File: src/rtl/gpio_ovr_pkg.sv
package gpio_ovr_pkg;
    localparam int unsigned ADDR_W   = 8;
    localparam logic [7:0]  ADDR_DAT = 8'h08;
    localparam logic [7:0]  ADDR_DIR = 8'h0C;
    localparam int unsigned PIN_TXD  = 0;
    localparam int unsigned PIN_RXD  = 1;
    localparam int unsigned PIN_TCH0 = 2;
    localparam int unsigned TMR_CH   = 2;

    typedef struct packed {
        logic [7:0] own;
        logic [7:0] oe;
        logic [7:0] drv;
    } pin_take_t;
endpackage

File: src/rtl/gpio_sync.sv
module gpio_sync #(
    parameter int unsigned WIDTH  = 8,
    parameter int unsigned STAGES = 2
) (
    input  logic             clk,
    input  logic             rst_n,
    input  logic [WIDTH-1:0] d_in,
    output logic [WIDTH-1:0] q_out
);
    logic [WIDTH-1:0] stage_q [STAGES];

    always_ff @(posedge clk) begin
        stage_q[0] <= d_in;
    end

    genvar s;
    generate
        for (s = 1; s < STAGES; s++) begin : g_stage
            always_ff @(posedge clk) begin
                stage_q[s] <= stage_q[s-1];
            end
        end
    endgenerate

    assign q_out = stage_q[STAGES-1];

    // cycles since reset release, used to gate the latency check
    logic [1:0] warm_q;
    always_ff @(posedge clk or negedge rst_n) begin
        if (!rst_n)               warm_q <= '0;
        else if (warm_q != 2'd3)  warm_q <= warm_q + 2'd1;
    end

    generate
        if (STAGES == 2) begin : g_chk
            assert_sync_latency_R5: assert property (@(posedge clk) disable iff (!rst_n)
                (warm_q == 2'd3) |-> (q_out == $past(d_in, 2)));
        end
    endgenerate
endmodule

File: src/rtl/gpio_regs.sv
module gpio_regs
    import gpio_ovr_pkg::*;
#(
    parameter int unsigned WIDTH = 8
) (
    input  logic              clk,
    input  logic              rst_n,
    input  logic [ADDR_W-1:0] addr,
    input  logic              we,
    input  logic [WIDTH-1:0]  wdata,
    input  logic [WIDTH-1:0]  pin_lvl,
    output logic [WIDTH-1:0]  rdata,
    output logic [WIDTH-1:0]  latch_q,
    output logic [WIDTH-1:0]  dir_q
);
    logic hit_dat, hit_dir;
    assign hit_dat = (addr == ADDR_DAT);
    assign hit_dir = (addr == ADDR_DIR);

    always_ff @(posedge clk or negedge rst_n) begin
        if (!rst_n) begin
            latch_q <= '0;
            dir_q   <= '0;
        end else if (we) begin
            if (hit_dat) latch_q <= wdata;
            if (hit_dir) dir_q   <= wdata;
        end
    end

    logic [WIDTH-1:0] port_view;
    genvar b;
    generate
        for (b = 0; b < WIDTH; b++) begin : g_view
            assign port_view[b] = dir_q[b] ? latch_q[b] : pin_lvl[b];
        end
    endgenerate

    always_comb begin
        rdata = '0;
        if (hit_dat)      rdata = port_view;
        else if (hit_dir) rdata = dir_q;
    end

    assert_dir_write_R2: assert property (@(posedge clk) disable iff (!rst_n)
        (we && hit_dir) |=> (dir_q == $past(wdata)));
    assert_latch_write_R10: assert property (@(posedge clk) disable iff (!rst_n)
        (we && hit_dat) |=> (latch_q == $past(wdata)));
    assert_latch_hold_R11: assert property (@(posedge clk) disable iff (!rst_n)
        !(we && hit_dat) |=> $stable(latch_q));
    assert_dir_hold_R11: assert property (@(posedge clk) disable iff (!rst_n)
        !(we && hit_dir) |=> $stable(dir_q));
endmodule

File: src/rtl/gpio_pinmux.sv
module gpio_pinmux
    import gpio_ovr_pkg::*;
#(
    parameter int unsigned WIDTH = 8
) (
    input  logic [WIDTH-1:0] dir_q,
    input  logic [WIDTH-1:0] latch_q,
    input  pin_take_t        take,
    output logic [WIDTH-1:0] pad_oe,
    output logic [WIDTH-1:0] pad_out
);
    genvar b;
    generate
        for (b = 0; b < WIDTH; b++) begin : g_pin
            assign pad_oe[b]  = take.own[b] ? take.oe[b]  : dir_q[b];
            assign pad_out[b] = take.own[b] ? take.drv[b] : latch_q[b];
        end
    endgenerate
endmodule

File: src/rtl/gpio_port_ovr.sv
module gpio_port_ovr
    import gpio_ovr_pkg::*;
#(
    parameter int unsigned WIDTH = 8
) (
    input  logic              clk,
    input  logic              rst_n,
    input  logic [ADDR_W-1:0] bus_addr,
    input  logic              bus_we,
    input  logic [WIDTH-1:0]  bus_wdata,
    output logic [WIDTH-1:0]  bus_rdata,
    input  logic [WIDTH-1:0]  pad_in,
    output logic [WIDTH-1:0]  pad_oe,
    output logic [WIDTH-1:0]  pad_out,
    input  logic              ser_en,
    input  logic              ser_txd,
    output logic              ser_rxd,
    input  logic [1:0]        tmr0_mode,
    input  logic [1:0]        tmr1_mode,
    input  logic [TMR_CH-1:0] tmr_oe,
    input  logic [TMR_CH-1:0] tmr_out,
    output logic [TMR_CH-1:0] tmr_in
);
    logic [WIDTH-1:0] pin_lvl, latch_q, dir_q;
    pin_take_t        take;
    logic [TMR_CH-1:0] tmr_own;

    gpio_sync #(.WIDTH(WIDTH), .STAGES(2)) u_sync (
        .clk(clk), .rst_n(rst_n), .d_in(pad_in), .q_out(pin_lvl)
    );

    gpio_regs #(.WIDTH(WIDTH)) u_regs (
        .clk(clk), .rst_n(rst_n), .addr(bus_addr), .we(bus_we),
        .wdata(bus_wdata), .pin_lvl(pin_lvl), .rdata(bus_rdata),
        .latch_q(latch_q), .dir_q(dir_q)
    );

    assign tmr_own[0] = (tmr0_mode != 2'b00);
    assign tmr_own[1] = (tmr1_mode != 2'b00);

    always_comb begin
        take = '0;
        take.own[PIN_TXD] = ser_en;
        take.oe[PIN_TXD]  = 1'b1;
        take.drv[PIN_TXD] = ser_txd;
        take.own[PIN_RXD] = ser_en;
        for (int k = 0; k < TMR_CH; k++) begin
            take.own[PIN_TCH0+k] = tmr_own[k];
            take.oe[PIN_TCH0+k]  = tmr_oe[k];
            take.drv[PIN_TCH0+k] = tmr_out[k];
        end
    end

    gpio_pinmux #(.WIDTH(WIDTH)) u_mux (
        .dir_q(dir_q), .latch_q(latch_q), .take(take),
        .pad_oe(pad_oe), .pad_out(pad_out)
    );

    assign ser_rxd = pin_lvl[PIN_RXD];
    assign tmr_in  = pin_lvl[PIN_TCH0 +: TMR_CH];

    assert_gpio_follow_R3: assert property (@(posedge clk) disable iff (!rst_n)
        (!ser_en && !tmr_own[0] && !tmr_own[1]) |->
        (pad_oe == dir_q && pad_out == latch_q));
    assert_tx_forced_R6: assert property (@(posedge clk) disable iff (!rst_n)
        ser_en |-> (pad_oe[PIN_TXD] && pad_out[PIN_TXD] == ser_txd));
    assert_rx_input_R7: assert property (@(posedge clk) disable iff (!rst_n)
        ser_en |-> !pad_oe[PIN_RXD]);
    assert_tmr_idle_R8: assert property (@(posedge clk) disable iff (!rst_n)
        (tmr0_mode == 2'b00) |-> (pad_oe[PIN_TCH0] == dir_q[PIN_TCH0]));
    assert_upper_gpio_R3: assert property (@(posedge clk) disable iff (!rst_n)
        1'b1 |-> (pad_oe[WIDTH-1:4] == dir_q[WIDTH-1:4]));
endmodule

File: config.mk
export PLATFORM = sky130hd
export DESIGN_NAME = gpio_port_ovr
export DESIGN_NICKNAME = d
export VERILOG_FILES = /design/src/rtl/gpio_ovr_pkg.sv /design/src/rtl/gpio_sync.sv /design/src/rtl/gpio_regs.sv /design/src/rtl/gpio_pinmux.sv /design/src/rtl/gpio_port_ovr.sv
export SDC_FILE = /design/constraint.sdc
export NUM_CORES = 1
export LEC_CHECK = 0
export CORE_AREA = 2 2 47 81
export CTS_BUF_LIST = sky130_fd_sc_hd__clkbuf_4 sky130_fd_sc_hd__clkbuf_8 sky130_fd_sc_hd__clkbuf_16
export CTS_CLUSTER_DIAMETER = 30
export DETAILED_ROUTE_END_ITERATION = 10
export DIE_AREA = 0 0 49 83
export PLACE_DENSITY_LB_ADDON = 0.25
export SYNTH_ARGS = -nofsm -noshare
export SYNTH_HDL_FRONTEND = slang
export SYNTH_SLANG_ARGS = --single-unit
File: constraint.sdc
create_clock -name clk -period 1.6 [get_ports clk]
set_input_delay 0.4 -clock clk [delete_from_list [all_inputs] [get_ports clk]]
set_output_delay 0.4 -clock clk [all_outputs]
set_load 0.05 [all_outputs]
# == Word level (Yosys, flattened, before mapping) ==
# Memory sizes are Yosys's and may differ from the RTL's.
# Cells that the tools add are included.
# word_totals
mem_count,1
wordCells,27
out_inout_bits,27
ramBits,16
inputBits,37
ff_bits,16
# mem_list
memory,words,word_bits,read_ports,rd_ports_with_merged_regs,wr,line_no,text
u_sync.stage_q,2,8,2,0,2,gpio_sync.sv:10,logic [WIDTH-1:0] stage_q [STAGES];
# classes
n_mux,18
reduce_logical,4
n_eq_ne,2
# op_table
operator,count
$eq 8x4->1 const B,2
$mux 1,16
$mux 8,2
$reduce_and 2->1,2
$reduce_bool 2->1,2

# == Longest topological paths before layout ==
# depth
word_depth,3
ltp_mapped,4
mapped_depth_nobuf,3

# == Hierarchy ==
# From an unflattened synthesis, not the netlist that was laid out.
# unflattened
hier_cells,107
area_unflattened_um2,1431.4
# modules_own_cells
module,cells_per_inst,seq_area_each_um2,area_per_inst_um2,instances
gpio_regs,63,400.4,798.3,1
gpio_sync,24,320.3,380.4,1
gpio_pinmux,16,0.0,232.7,1
gpio_port_ovr,4,0.0,20.0,1

# == Least setup slack after synthesis ==
# No wires, ideal clock.
# synth_timing
path_type,flip-flop to output port
startpoint,mem u_sync.stage_q[1][1] (netlist: u_sync.stage_q[0][9])
endpoint,out bus_rdata[1]
arrival_ns,1.886
path_buffers,0
path_stages_with_launch,3
required_time_ns,1.200
slack_ns,-0.686
cell_sequence,dfxtp_1 > or3b_2 > a21oi_1
# synth_lines
item,line_no,text
start: declaration,gpio_sync.sv:10,
end: declaration,gpio_port_ovr.sv:11,"output logic [WIDTH-1:0] bus_rdata,"

# == Final worst setup path ==
# layout_timing
startpoint,in bus_addr[4]
endpoint,out bus_rdata[3]
# layout_between
elab_chain_len,3
word_cells_on_any_way,4
classes_between,2 x eq/ne; 2 x mux
# layout_rtl
item,line_no,text
start: declaration,gpio_port_ovr.sv:8,"input logic [ADDR_W-1:0] bus_addr,"
$eq 8x4->1,gpio_regs.sv:18,assign hit_dir = (addr == ADDR_DIR);
$mux 8,gpio_regs.sv:41,else if (hit_dir) rdata = dir_q;
$mux 8 (*),gpio_regs.sv:40,if (hit_dat) rdata = port_view;
# Mark *: on every way between the ends. The rest lies on a longest branch, timed or not.

==> flow_summary.yaml <==
die:
  initial_core_util: 0.376
  num_rows: 28
  die_width_um: 49
  fp.dieH_um: 83
  fp.coreArea_um2: 3400
  die-area_um2: 4070
  ios: 64
critical_path:
  slowest_stage: "nor4_4"
  reg2reg_slack_ps: 680
  crit_buf_inv: 2
  critPathRequiredTime_ps: 1200
  cp_top_family: "simple AND/OR/NAND/NOR gates"
  critPathKind: "input port to primary output"
  worstPathCellList: "buf_6, nor4_4, nand2_4, a21oi_4, buf_12"
  critPathMaxFanout: 8
  critPathLaunchType: "input port"
  critPathCaptureType: "primary output"
  worstPathArrival_ps: 1420
  cpPeakStageDelay_ps: 330
clocking:
  path_clk_slew_ps: 60
  cts_tree: "yes"
  cts_num_sinks: 32
  cts_max_path_buffers: 2
  cts_max_level: 2
  clk_latency_ps: 280
  hold_buffers: 0
  ctsRootBufferMaster: "clkbuf_8"
  cts_buffers: 5
grt:
  grt_util_met2: 0.402
  grt-busiest-layer: "met2"
  gr-total-overflow: 0
  grt_max_degree: 17
  use_met1: 0.176
  grt_pass1_vias: 1337
  gr-usage-all-layers: 0.207
  antenna_found_initial: 0
  grt_pass1_wl_um: 6260
  globalRouteMet3Util: 0.0594
place:
  gp_congestion: 0.722
  placement.io_buffers: 63
  dp.final_hpwl_um: 2670
  pre_cts_ws_ps: -662
  post_dp_cell_area_um2: 2360
sta:
  worst_slew_pin_slew_ps: 376
  finClkSkew_ps: 2.88
  maxSlewHeadroom: 0.747
  postLayoutSetupSlackWorst_ps: -217
  hold_viol: 0
  fin_crit_sh: 1.14
  fin_crit_ps: 1820
  fmax_mhz: 550
  setup_violations: 10
  rsz0062_at_grt: "true"
  maxSlewViolCount: 0
power:
  cellPowerDensity_nw_per_um2: 755
  leakagePower_nw: 1.17
  power_w: 0.00194
  peakVddDrop_uv: 800
layout:
  final_common_cell: "buf_4"
  design_area_um2: 2570
  final_cell_mix: "buf_4, buf_12, clkdlybuf4s50_1"
  drive_above_1_share: 0.645
  area_delta_synth_final_pct: 102
  fin_nets: 222
  diodes: 0
  postLayoutCoreUtil: 0.758
logic_synthesis:
  syn-num-nets: 136
  syn_area_per_cell_um2: 12.9
  yosys_warnings: 0
  ys_types: 16
  synth_seq_cells: 32
  synth_cells: 99
  ys_seq_area_frac: 0.565
  syn_area_um2: 1280
outcome:
  status: "finished, violations left"
  violations: "negative setup slack"
drt:
  first_pass_iters: 2
  num_vias: 1102
  ant_nets: 0
  drcViolationCount: 0
  drt-initial-drc-count: 13
  wl_um: 3700
  wl_per_cell_um: 16.0
  avgViaCountPerCell: 4.77
hold_path:
  min_path_type: "flop to flop"
flow_run:
  drv_cap: 0
## report_power, final
group	switching, W	internal [W]
sequential	0.0000237	0.000845
combinational	0.000192	0.000239
clock	0.000260	0.000384
## path summary, 6_finish.rpt
check	endpoint	cells after the start	from
setup / recovery	bus_rdata[3]	5	bus_addr[4]
hold / removal	u_sync.stage_q[0][14]	0	u_sync.stage_q[0][6]
setup reg to reg	u_regs.dir_q[4]	2	u_regs.dir_q[4]
hold reg to reg	u_sync.stage_q[0][14]	0	u_sync.stage_q[0][6]
max in group asynchronous	u_regs.dir_q[5]	2	rst_n
min in group asynchronous	u_regs.dir_q[4]	2	rst_n
## metrics by stage
| step | TNS (ps) | std cells | hold WS [ps] |
|---|---|---|---|
| CTS | -1740 | 231 | 328 |
| floorplan | -1170 | 99 | 104 |
| finish | -1700 | 231 | 325 |
| global route | -2160 | 231 | 331 |
| detailed placement | -15010 | 218 | 314 |
| global placement | -14290 | 218 | 313 |
## what timing repair did
action	4_1_cts	5_1_grt
setup endpoints to repair	32	14
gates cloned	1	0
gates resized for setup	75	8
hold endpoints to repair	0	0
pin swaps	16	2
setup buffers	4	0
## cell usage after synthesis
cell | count | area, um2
mux2_2 | 21 | 236
dfrtp_1 | 16 | 400
dfxtp_1 | 16 | 320
buf_4 | 10 | 75.1
a21oi_1 | 8 | 40.0
o21ai_0 | 8 | 40.0
or3b_2 | 7 | 61.3
nor2_1 | 3 | 11.3
nand2_1 | 2 | 7.51
nor2b_1 | 2 | 12.5
clkbuf_1 | 1 | 3.75
nand4_2 | 1 | 12.5
nand4b_2 | 1 | 15.0
nor3b_2 | 1 | 12.5
nor4_4 | 1 | 21.3
or2_2 | 1 | 6.26
## logic make-up (layout without fill, tap and decap cells)
family                 after synthesis  in the layout  share of synthesized area
DFF                                 32             32                      0.565
muxes                               21             21                      0.185
and+or+nand+nor                     19             19                      0.125
AOI/OAI and AO/OA                   16             16                     0.0627
buffers and inverters               11             98                     0.0618
## worst reg2reg max path, cell delays in order, from the launching register on
cell     delay, ps
dfrtp_1        390
buf_4          160
mux2_2         260
## cell type report
| type | instances | area [um2] |
|---|---|---|
| Clock buffer | 8 | 97.6 |
| Fill cell | 237 | 823 |
| Multi-Input combinational cell | 56 | 632 |
| Sequential cell | 32 | 722 |
| Tap cell | 45 | 56.3 |
| Timing Repair Buffer | 90 | 1070 |
## sequential cells by signal, summed over array words and instances (netlist names)
signal and flops:
u_regs.dir_q 8, u_regs.latch_q 8, u_sync.stage_q 16
## routing by layer
metal,up-vias,wire length [um]
met5,-,0
li1,516,-
met4,0,123
met2,48,2240
met3,9,229
met1,529,1100
Note: power is estimated with default switching activity, not from simulation.
